<file path="src/rtl/shs_pkg.sv">
package shs_pkg;
    // Line positions inside the port register; the host depends on them.
    localparam int REQ_POS = 3;
    localparam int ACK_POS = 4;
    localparam int TIP_POS = 5;
    localparam logic [7:0] REQ_MASK = 8'h08;
    localparam logic [7:0] DIR_MASK = 8'h10;
    localparam logic [7:0] PORT_RESET = 8'h30;

    typedef enum logic [1:0] {
        ST_IDLE     = 2'd0,
        ST_XFER_OUT = 2'd1,
        ST_XFER_IN  = 2'd2
    } hs_state_t;

    typedef struct packed {
        logic push;
        logic pop;
        logic req_hi;
        logic req_lo;
        logic req_copy;
        logic flag_set;
        logic pkt_fire;
    } hs_ev_t;
endpackage

</file>
<file path="src/rtl/shs_out_buf.sv">
module shs_out_buf #(
    parameter int DEPTH = 16,
    parameter int W     = 8,
    localparam int AW   = $clog2(DEPTH),
    localparam int CW   = $clog2(DEPTH + 1)
) (
    input  logic          clk,
    input  logic          rst_n,
    input  logic          push,
    input  logic [W-1:0]  din,
    input  logic          clr,
    output logic [CW-1:0] count,
    output logic          full,
    input  logic [AW-1:0] raddr,
    output logic [W-1:0]  rdata
);
    logic [W-1:0]  mem [DEPTH];
    logic [CW-1:0] cnt_q;
    logic          do_push;

    assign full    = (cnt_q == CW'(DEPTH));
    assign do_push = push && !full;

    always_ff @(posedge clk or negedge rst_n) begin
        if (!rst_n) begin
            cnt_q <= '0;
        end else if (clr) begin
            cnt_q <= '0;
        end else if (do_push) begin
            cnt_q <= cnt_q + CW'(1);
        end
    end

    always_ff @(posedge clk) begin
        if (do_push && !clr) begin
            mem[cnt_q[AW-1:0]] <= din;
        end
    end

    assign count = cnt_q;
    assign rdata = mem[raddr];
endmodule

</file>
<file path="src/rtl/shs_in_buf.sv">
module shs_in_buf #(
    parameter int DEPTH = 128,
    parameter int W     = 8,
    localparam int AW   = $clog2(DEPTH),
    localparam int CW   = $clog2(DEPTH + 1)
) (
    input  logic          clk,
    input  logic          rst_n,
    input  logic          wr_en,
    input  logic [AW-1:0] waddr,
    input  logic [W-1:0]  wdata,
    input  logic          load,
    input  logic [CW-1:0] load_len,
    input  logic          pop,
    output logic [W-1:0]  rdata,
    output logic          avail,
    output logic          last
);
    logic [W-1:0]  mem [DEPTH];
    logic [CW-1:0] idx_q;
    logic [CW-1:0] len_q;
    logic [CW-1:0] len_clamped;

    assign len_clamped = (load_len > CW'(DEPTH)) ? CW'(DEPTH) : load_len;

    always_ff @(posedge clk) begin
        if (wr_en) begin
            mem[waddr] <= wdata;
        end
    end

    always_ff @(posedge clk or negedge rst_n) begin
        if (!rst_n) begin
            idx_q <= '0;
            len_q <= '0;
        end else if (load) begin
            idx_q <= '0;
            len_q <= len_clamped;
        end else if (pop && avail) begin
            idx_q <= idx_q + CW'(1);
        end
    end

    assign avail = (idx_q < len_q);
    assign last  = avail && ((idx_q + CW'(1)) == len_q);
    assign rdata = mem[idx_q[AW-1:0]];
endmodule

</file>
<file path="src/rtl/shs_decode.sv">
module shs_decode
    import shs_pkg::*;
(
    input  hs_state_t st,
    input  logic      wr,
    input  logic      new_tip_n,
    input  logic      new_ack_n,
    input  logic      prev_ack_n,
    input  logic      dir_out,
    input  logic      out_full,
    input  logic      out_any,
    input  logic      in_avail,
    input  logic      in_last,
    output hs_ev_t    ev
);
    logic prev_tip_n;
    logic ack_chg;
    logic pair_chg;

    always_comb begin
        unique case (st)
            ST_IDLE:     prev_tip_n = 1'b1;
            ST_XFER_OUT: prev_tip_n = 1'b0;
            ST_XFER_IN:  prev_tip_n = 1'b0;
            default:     prev_tip_n = 1'b1;
        endcase
    end

    assign ack_chg  = (new_ack_n != prev_ack_n);
    assign pair_chg = ack_chg || (new_tip_n != prev_tip_n);

    always_comb begin
        ev = '0;
        if (wr) begin
            if (!new_tip_n) begin
                if (dir_out) begin
                    if (pair_chg && !out_full) begin
                        ev.push     = 1'b1;
                        ev.flag_set = 1'b1;
                    end
                end else if (pair_chg && in_avail) begin
                    ev.pop      = 1'b1;
                    ev.flag_set = 1'b1;
                    ev.req_hi   = in_last;
                end
            end else if (prev_tip_n && ack_chg) begin
                ev.req_copy = 1'b1;
                ev.flag_set = 1'b1;
            end else begin
                if (!prev_tip_n) begin
                    ev.flag_set = 1'b1;
                    ev.pkt_fire = out_any;
                end
                ev.req_lo = in_avail;
            end
        end
    end
endmodule

</file>
<file path="src/rtl/shift_hs_engine.sv">
module shift_hs_engine
    import shs_pkg::*;
#(
    parameter int DATA_W    = 8,
    parameter int OUT_DEPTH = 16,
    parameter int IN_DEPTH  = 128,
    localparam int OUT_AW   = $clog2(OUT_DEPTH),
    localparam int OUT_CW   = $clog2(OUT_DEPTH + 1),
    localparam int IN_AW    = $clog2(IN_DEPTH),
    localparam int IN_CW    = $clog2(IN_DEPTH + 1)
) (
    input  logic              clk,
    input  logic              rst_n,
    input  logic              port_wr,
    input  logic [7:0]        port_wdata,
    output logic [7:0]        port_rdata,
    input  logic [7:0]        aux_ctrl,
    input  logic              sr_wr,
    input  logic [DATA_W-1:0] sr_wdata,
    output logic [DATA_W-1:0] sr_q,
    input  logic              flag_clr,
    output logic              shift_flag,
    input  logic              in_wr,
    input  logic [IN_AW-1:0]  in_waddr,
    input  logic [DATA_W-1:0] in_wdata,
    input  logic              in_load,
    input  logic [IN_CW-1:0]  in_len,
    input  logic [OUT_AW-1:0] out_raddr,
    output logic [DATA_W-1:0] out_rdata,
    output logic              pkt_done,
    output logic [OUT_CW-1:0] pkt_len
);
    hs_state_t         st_q, st_d;
    hs_ev_t            ev;
    logic [7:0]        port_q;
    logic              req_n_q;
    logic [DATA_W-1:0] sr_r;
    logic              flag_q;
    logic              pkt_done_q;
    logic [OUT_CW-1:0] pkt_len_q;
    logic              dir_out;
    logic              load_req_lo;

    logic [OUT_CW-1:0] out_cnt;
    logic              out_full;
    logic [DATA_W-1:0] in_rdata;
    logic              in_avail;
    logic              in_last;

    assign dir_out     = ((aux_ctrl & DIR_MASK) != 8'h00);
    assign load_req_lo = in_load && (st_q == ST_IDLE) && (in_len != '0);

    shs_decode u_dec (
        .st         (st_q),
        .wr         (port_wr),
        .new_tip_n  (port_wdata[TIP_POS]),
        .new_ack_n  (port_wdata[ACK_POS]),
        .prev_ack_n (port_q[ACK_POS]),
        .dir_out    (dir_out),
        .out_full   (out_full),
        .out_any    (out_cnt != '0),
        .in_avail   (in_avail),
        .in_last    (in_last),
        .ev         (ev)
    );

    shs_out_buf #(.DEPTH(OUT_DEPTH), .W(DATA_W)) u_obuf (
        .clk   (clk),
        .rst_n (rst_n),
        .push  (ev.push),
        .din   (sr_r),
        .clr   (ev.pkt_fire),
        .count (out_cnt),
        .full  (out_full),
        .raddr (out_raddr),
        .rdata (out_rdata)
    );

    shs_in_buf #(.DEPTH(IN_DEPTH), .W(DATA_W)) u_ibuf (
        .clk      (clk),
        .rst_n    (rst_n),
        .wr_en    (in_wr),
        .waddr    (in_waddr),
        .wdata    (in_wdata),
        .load     (in_load),
        .load_len (in_len),
        .pop      (ev.pop),
        .rdata    (in_rdata),
        .avail    (in_avail),
        .last     (in_last)
    );

    // Phase register.
    always_ff @(posedge clk or negedge rst_n) begin
        if (!rst_n) begin
            st_q <= ST_IDLE;
        end else begin
            st_q <= st_d;
        end
    end

    always_comb begin
        st_d = st_q;
        unique case (st_q)
            ST_IDLE, ST_XFER_OUT, ST_XFER_IN: begin
                if (port_wr) begin
                    if (!port_wdata[TIP_POS]) begin
                        st_d = dir_out ? ST_XFER_OUT : ST_XFER_IN;
                    end else begin
                        st_d = ST_IDLE;
                    end
                end
            end
            default: st_d = ST_IDLE;
        endcase
    end

    // Output and data registers.
    always_ff @(posedge clk or negedge rst_n) begin
        if (!rst_n) begin
            port_q     <= PORT_RESET;
            req_n_q    <= 1'b1;
            sr_r       <= '0;
            flag_q     <= 1'b0;
            pkt_done_q <= 1'b0;
            pkt_len_q  <= '0;
        end else begin
            pkt_done_q <= ev.pkt_fire;
            if (ev.pkt_fire) begin
                pkt_len_q <= out_cnt;
            end
            if (port_wr) begin
                port_q <= port_wdata & ~REQ_MASK;
            end
            if (ev.req_hi) begin
                req_n_q <= 1'b1;
            end else if (ev.req_copy) begin
                req_n_q <= port_wdata[ACK_POS];
            end else if (ev.req_lo || load_req_lo) begin
                req_n_q <= 1'b0;
            end
            if (ev.pop) begin
                sr_r <= in_rdata;
            end else if (sr_wr) begin
                sr_r <= sr_wdata;
            end
            if (ev.flag_set || in_load) begin
                flag_q <= 1'b1;
            end else if (flag_clr) begin
                flag_q <= 1'b0;
            end
        end
    end

    assign port_rdata = port_q | ({7'd0, req_n_q} << REQ_POS);
    assign sr_q       = sr_r;
    assign shift_flag = flag_q;
    assign pkt_done   = pkt_done_q;
    assign pkt_len    = pkt_len_q;
endmodule

</file>
<file path="config.mk">
export PLATFORM = sky130hd
export DESIGN_NAME = shift_hs_engine
export DESIGN_NICKNAME = d
export VERILOG_FILES = /design/src/rtl/shs_pkg.sv /design/src/rtl/shs_out_buf.sv /design/src/rtl/shs_in_buf.sv /design/src/rtl/shs_decode.sv /design/src/rtl/shift_hs_engine.sv
export SDC_FILE = /design/constraint.sdc
export NUM_CORES = 1
export LEC_CHECK = 0
export BUFFER_PORTS_ARGS = -buffer_cell sky130_fd_sc_hd__buf_4
export CAP_MARGIN = 5
export CORE_MARGIN = 2
export CORE_UTILIZATION = 57
export DETAILED_ROUTE_END_ITERATION = 6
export PLACE_DENSITY = 0.79
export SLEW_MARGIN = 15
export SYNTH_ARGS = -nofsm -noshare
export SYNTH_HDL_FRONTEND = slang
export SYNTH_SLANG_ARGS = --single-unit
</file>
<file path="constraint.sdc">
create_clock -name clk -period 3.1 [get_ports clk]
set_input_delay 0.62 -clock clk [delete_from_list [all_inputs] [get_ports clk]]
set_output_delay 0.62 -clock clk [all_outputs]
set_load 0.05 [all_outputs]
</file>
# Word level (Yosys, flattened, before mapping)
# Memory sizes are Yosys's and may differ from the RTL's.
# Index checks and enable logic that the tools add are counted.
dict set report totals {
  mem_bits_rw 1152
  ff_bits 46
  output_inout_bits 31
  memories 2
  in_bits 58
}
dict set report classes {
  n_eq_ne 7
  bitwise 1
  addsub 2
  muxes 37
  n_lt_le_gt_ge 2
  reduce_logical 24
}
# name depth word_bits read_ports rd_ports_with_merged_regs write_ports line_no
set mem_list {}
lappend mem_list {u_ibuf.mem 128 8 1 0 1 shs_in_buf.sv:19} ;# logic [W-1:0] mem [DEPTH];
lappend mem_list {u_obuf.mem 16 8 1 0 1 shs_out_buf.sv:17} ;# logic [W-1:0] mem [DEPTH];
# op count
set ops {}
lappend ops {{$mux 8} 5}
lappend ops {{$mux 1} 20}
lappend ops {{$mux 2} 8}
lappend ops {{$mux 5} 2}
lappend ops {{$logic_and 1x1->1} 9}
lappend ops {{$add 8x1->8 const B} 1}
lappend ops {{$eq 8x8->1} 1}
lappend ops {{$gt 8x8->1 const B} 1}
lappend ops {{$lt 8x8->1} 1}
lappend ops {{$or 8x4->8} 1}
lappend ops {{$reduce_bool 2->1} 4}
lappend ops {{$reduce_bool 8->1} 1}
lappend ops {{$mux 7} 1}
lappend ops {{$add 5x1->5 const B} 1}
lappend ops {{$eq 5x5->1 const B} 1}
lappend ops {{$reduce_bool 5->1} 1}
lappend ops {{$logic_or 1x1->1} 3}
lappend ops {{$mux 3} 1}
lappend ops {{$reduce_bool 3->1} 1}
lappend ops {{$reduce_or 3->1} 1}
lappend ops {{$eq 2x1->1 const B} 1}
lappend ops {{$eq 2x2->1 const B} 1}
lappend ops {{$logic_not 1->1} 2}
lappend ops {{$logic_not 2->1} 1}
lappend ops {{other kinds (3)} 4}

# Longest topological paths before layout
dict set report depth {
  word_depth 14
  depth_mapped 14
  mapped_depth_nobuf 9
}

# Hierarchy
# A second synthesis with hierarchy kept.
dict set report hier_totals {
  cells_unflattened 2604
  area_unflattened_um2 47957.2
}
# mod area_each_um2 n_inst cells_per_inst seq_area_each_um2
set by_module_without_submodules {}
lappend by_module_without_submodules {shs_in_buf 41423.5 1 2241 31149.9}
lappend by_module_without_submodules {shs_out_buf 5330.1 1 260 3968.8}
lappend by_module_without_submodules {shift_hs_engine 1064.8 1 85 629.4}
lappend by_module_without_submodules {shs_decode 138.9 1 18 0.0}

# Worst setup path before layout
# Ideal clock, no wire load.
dict set report synth_timing {
  kind {input to output}
  startpoint {in out_raddr[0]}
  endpoint {out out_rdata[0]}
  n_path_buf 2
  stages 4
  setup_slack_ps 188
  t_required_ps 2480
  arrival_ps 2292
  cell_sequence {clkbuf_1 buf_2 mux4_2 mux4_2}
}
dict set report synth_between {
  elab_chain_cells 1
}
# item line_no
set synth_rtl {}
lappend synth_rtl {{start, declared} shift_hs_engine.sv:28} ;# input logic [OUT_AW-1:0] out_raddr,
lappend synth_rtl {{$mem_v2 16x8} --}
lappend synth_rtl {{end, declared} shift_hs_engine.sv:29} ;# output logic [DATA_W-1:0] out_rdata,
# No other way between the ends.

# Worst setup path in the final report
dict set report layout_timing {
  startpoint {reg u_ibuf.idx_q[2]}
  endpoint {reg sr_r[1], in the netlist sr_q[1]}
}
dict set report layout_between {
  elab_chain_cells 7
}
# item line_no
set layout_rtl {}
lappend layout_rtl {{start, declared} shs_in_buf.sv:20} ;# logic [CW-1:0] idx_q;
lappend layout_rtl {{start signal, assigned} shs_in_buf.sv:40} ;# idx_q <= idx_q + CW'(1);
lappend layout_rtl {{$lt 8x8->1} shs_in_buf.sv:44} ;# assign avail = (idx_q < len_q);
lappend layout_rtl {{$logic_and 1x1->1} shs_decode.sv:41} ;# end else if (pair_chg && in_avail) begin
lappend layout_rtl {{$mux 2} shs_decode.sv:41}
lappend layout_rtl {{$mux 2} shs_decode.sv:36} ;# if (dir_out) begin
lappend layout_rtl {{$mux 3} shs_decode.sv:35} ;# if (!new_tip_n) begin
lappend layout_rtl {{$mux 7} shs_decode.sv:34} ;# if (wr) begin
lappend layout_rtl {{$mux 8 / $reduce_bool 2->1 (equally long branches)} --}
lappend layout_rtl {{end signal, assigned} shift_hs_engine.sv:143} ;# sr_r <= in_rdata;
lappend layout_rtl {{end signal, assigned} shift_hs_engine.sv:145} ;# sr_r <= sr_wdata;
lappend layout_rtl {{end, declared} shift_hs_engine.sv:37} ;# logic [DATA_W-1:0] sr_r;
# Several ways; a longest one is shown, not always the timed one.
# A chain may end at the register's enable or synchronous reset.

==> results.json <==
{
  "postRouteWirelength_microns": 110000,
  "first_pass_iters": 7,
  "yosysTopAreaCell": "edfxtp_1",
  "wl_per_cell_microns": 29.5,
  "grt_pass1_wl_microns": 162000,
  "dieArea_sq_mm": 0.0850,
  "rsz0062_at_grt": "false",
  "synth_cell_types": 58,
  "cts_root_buffer": "clkbuf_16",
  "dpl.hpwl_microns": 66200,
  "setup_tns_ns": 0,
  "status": "completed",
  "worstHoldPathType": "in -> reg",
  "irDropWorstVdd_mv": 0.700,
  "drcViolationCount": 0,
  "startpoint": "u_ibuf.idx_q[2]",
  "overflow": 0,
  "syn_area_sq_mm": 0.0471,
  "final-hold-violation-count": 0,
  "synth_edf_count": 1152,
  "synth_top_family_by_area": "multiplexers",
  "yosysSeqAreaShare": 0.758,
  "dp_slack_ns": 0.0753,
  "r2r-end": "sr_q[1]",
  "required_ns": 3.68,
  "max_freq_mhz": 330,
  "nets": 2645,
  "drtIter0Drc": 3152,
  "finalCriticalPeriod_ns": 3.03,
  "final_antenna_net_count": 0,
  "syn_avg_cell_area_sq_um": 20.8,
  "syn_inst": 2270,
  "synth_mux_area_frac": 0.155,
  "num_rows": 105,
  "max_cap_viol_count": 0,
  "fp.dieH_microns": 292,
  "cts_buffers": 115,
  "ys_seq_elements": 1198,
  "yosys.area_share.simple": 0.0349,
  "worstSetupStartpointType": "flip-flop",
  "vias_per_cell": 6.55,
  "insertion_delay_ns": 0.71,
  "grtUsageTotal": 0.261,
  "ios": 89,
  "synthTopCellsByArea": "edfxtp_1 73%, mux4_2 14%, dfrtp_1 2.3%",
  "fin_cells": 3742,
  "grt_pass1_vias": 25000,
  "synthAdderAreaFrac": 0.00398,
  "power_density_mw_per_mm2": 629,
  "place.gp.congestion": 0.872,
  "synth-main-ff-cell": "edfxtp_1",
  "critPathCapture": "sr_q[1]",
  "worst_pin_slew_ns": 0.974,
  "fin_crit_sh": 0.978,
  "drv_slew": 0,
  "worstSetupPathType": "reg -> reg",
  "antenna_found_initial": 2,
  "clockBufferDepth": 3,
  "start_util": 0.575,
  "max_slew_margin": 0.348,
  "fin_worst_skew_ns": 0.0411,
  "grt_start_max_net_pins": 129,
  "setup_ws_ns": 0.0682,
  "via_count": 24500,
  "rrSetupSlack_ns": 0.07,
  "p_leak_nw": 17.3,
  "critPathArrivalTime_ns": 3.61,
  "power.total_mw": 34.0,
  "synth_warnings": 0,
  "async_reset_ff_frac": 0.0384,
  "port_buffers": 80,
  "placed_cells": 3524,
  "rr_worst_depth": 8,
  "path_clk_slew_ns": 0.07,
  "area_growth_pct": 14.8,
  "clock_sinks": 1198,
  "synth-compound-area-share": 0.0260,
  "die_x_microns": 292,
  "tritoncts": "done",
  "core_area_sq_mm": 0.0820,
  "cp_max_fo": 12,
  "rr_startpoint": "u_ibuf.idx_q[2]",
  "setup_viol": 0,
  "synth_top_area_frac": 0.734,
  "htree_levels": 3,
  "synth_xor_area_frac": 0.00334,
  "layout-drive-gt1-share": 0.297,
  "syn_nets": 2343,
  "end_kind": "flip-flop"
}
==> area by class of cell <==
cell class	instances	area (sq um)
fillers	4963	27900
clock buffers	131	2940
repair buffers	308	2580
diodes	1	2.50
well taps	1070	1340
clock inverters	85	893
flip-flops and latches	1198	35800
multi-input cells	927	10500
inverters	22	85.1
==> how the worst min path moves through the flow <==
stage	startpoint	endpoint	slack, ns	cells past startpoint
after global placement	port_q[5]	port_q[5]	0.46	2
after detailed placement	port_q[5]	port_q[5]	0.47	2
final	port_wdata[2]	port_q[2]	0.14	2
after floorplan	rst_n	pkt_done	0.32	0
after CTS	port_wdata[2]	port_q[2]	0.12	2
after global routing	port_wdata[0]	port_q[0]	0.13	2
==> worst max-delay path, stage by stage (launching register included) <==
cell and delay [ns]:
dfrtp_2 0.40, buf_4 0.25, clkinv_1 0.36, nand2_1 0.58, o22ai_1 0.23, a211oi_1 0.21
nand3_1 0.22, and4_1 0.38, a221oi_1 0.30
==> stage by stage <==
stage	utilization	cell area (sq um)	hold slack [ns]
floorplan	-	47100	0.324
global placement	0.613	50300	0.463
detailed placement	0.613	50300	0.468
CTS	0.660	54100	0.117
global route	0.660	54100	0.130
finish	0.660	54100	0.140
==> layout by cell type, fill, tap and decap left out, types with 9 or more instances in the layout <==
master / Yosys / final
mux4_1: 11 / 11
a221oi_1: 18 / 18
nand2_1: 96 / 96
ha_1: 15 / 15
a211oi_1: 14 / 14
mux2_2: 11 / 11
clkbuf_1: 41 / 16
a22oi_1: 15 / 15
nor2_1: 149 / 148
nand3b_1: 13 / 13
mux4_2: 286 / 286
clkinv_2: 0 / 22
o22ai_1: 33 / 33
a31oi_1: 9 / 9
buf_4: 25 / 286
nand2b_1: 13 / 13
o21ai_0: 26 / 26
edfxtp_1: 1152 / 1152
nor3_1: 14 / 14
clkbuf_16: 0 / 115
bufinv_16: 0 / 15
inv_1: 20 / 20
xor2_1: 11 / 11
nor2b_1: 12 / 11
a21oi_1: 23 / 23
nand3_1: 34 / 34
mux2i_1: 43 / 43
buf_12: 2 / 21
clkinv_1: 1 / 26
dfrtp_1: 43 / 39
==> state kept, by name, summed over array words and instances, names as in the netlist <==
signal,flops
u_ibuf.mem,1024
u_obuf.mem,128
sr_q,8
u_ibuf.idx_q,8
u_ibuf.len_q,8
port_q,7
pkt_len,5
u_obuf.count,5
st_q,2
pkt_done,1
req_n_q,1
shift_flag,1
==> report_power, final <==
| group | internal (mW) | switching [mW] |
|---|---|---|
| Clock | 8.09 | 6.05 |
| Combinational | 0.648 | 1.13 |
| Sequential | 18.0 | 0.173 |
==> per-layer routing <==
metal  share of wire  global-route usage  routed length (microns)  vias to the layer above
met3           0.096              0.0553                    10600                      280
met1            0.36               0.342                    39800                    12700
met2            0.50               0.432                    55300                     1525
met4           0.042               0.103                     4640                        4
met5         0.00029                   0                       32                        -
li1                -                   -                        -                    10000
==> Yosys cell counts (all sizes together) (3+ instances only) <==
| cell type | instances |
|---|---|
| a211oi | 14 |
| a21oi | 24 |
| a221oi | 20 |
| a22oi | 15 |
| a31oi | 9 |
| and2 | 5 |
| and3 | 4 |
| and4 | 7 |
| buf | 82 |
| clkbuf | 41 |
| dfrtp | 43 |
| dfstp | 3 |
| edfxtp | 1152 |
| ha | 15 |
| inv | 21 |
| mux2 | 11 |
| mux2i | 43 |
| mux4 | 297 |
| nand2 | 96 |
| nand2b | 13 |
| nand3 | 34 |
| nand3b | 13 |
| nand4 | 8 |
| nor2 | 149 |
| nor2b | 12 |
| nor3 | 14 |
| nor4 | 5 |
| o2111ai | 4 |
| o211ai | 7 |
| o21ai | 27 |
| o22a | 8 |
| o22ai | 33 |
| o31ai | 4 |
| or3 | 5 |
| xnor2 | 7 |
| xor2 | 11 |
==> repair_timing <==
action | 4_1_cts | 5_1_grt
buffers inserted | 0 | 0
gates resized for setup | 0 | 1
setup endpoints to repair | 0 | 6
hold buffers | 1 | 0
hold endpoints to repair | 43 | 0
==> cells by family after synthesis <==
| family | count (synthesis) |
|---|---|
| flops | 1198 |
| xor+xnor | 18 |
| fa+ha+maj | 15 |
| simple gates | 365 |
| compound gates | 178 |
| mux | 351 |
| buf+inv | 145 |
Power figures use the tool's default switching activity.
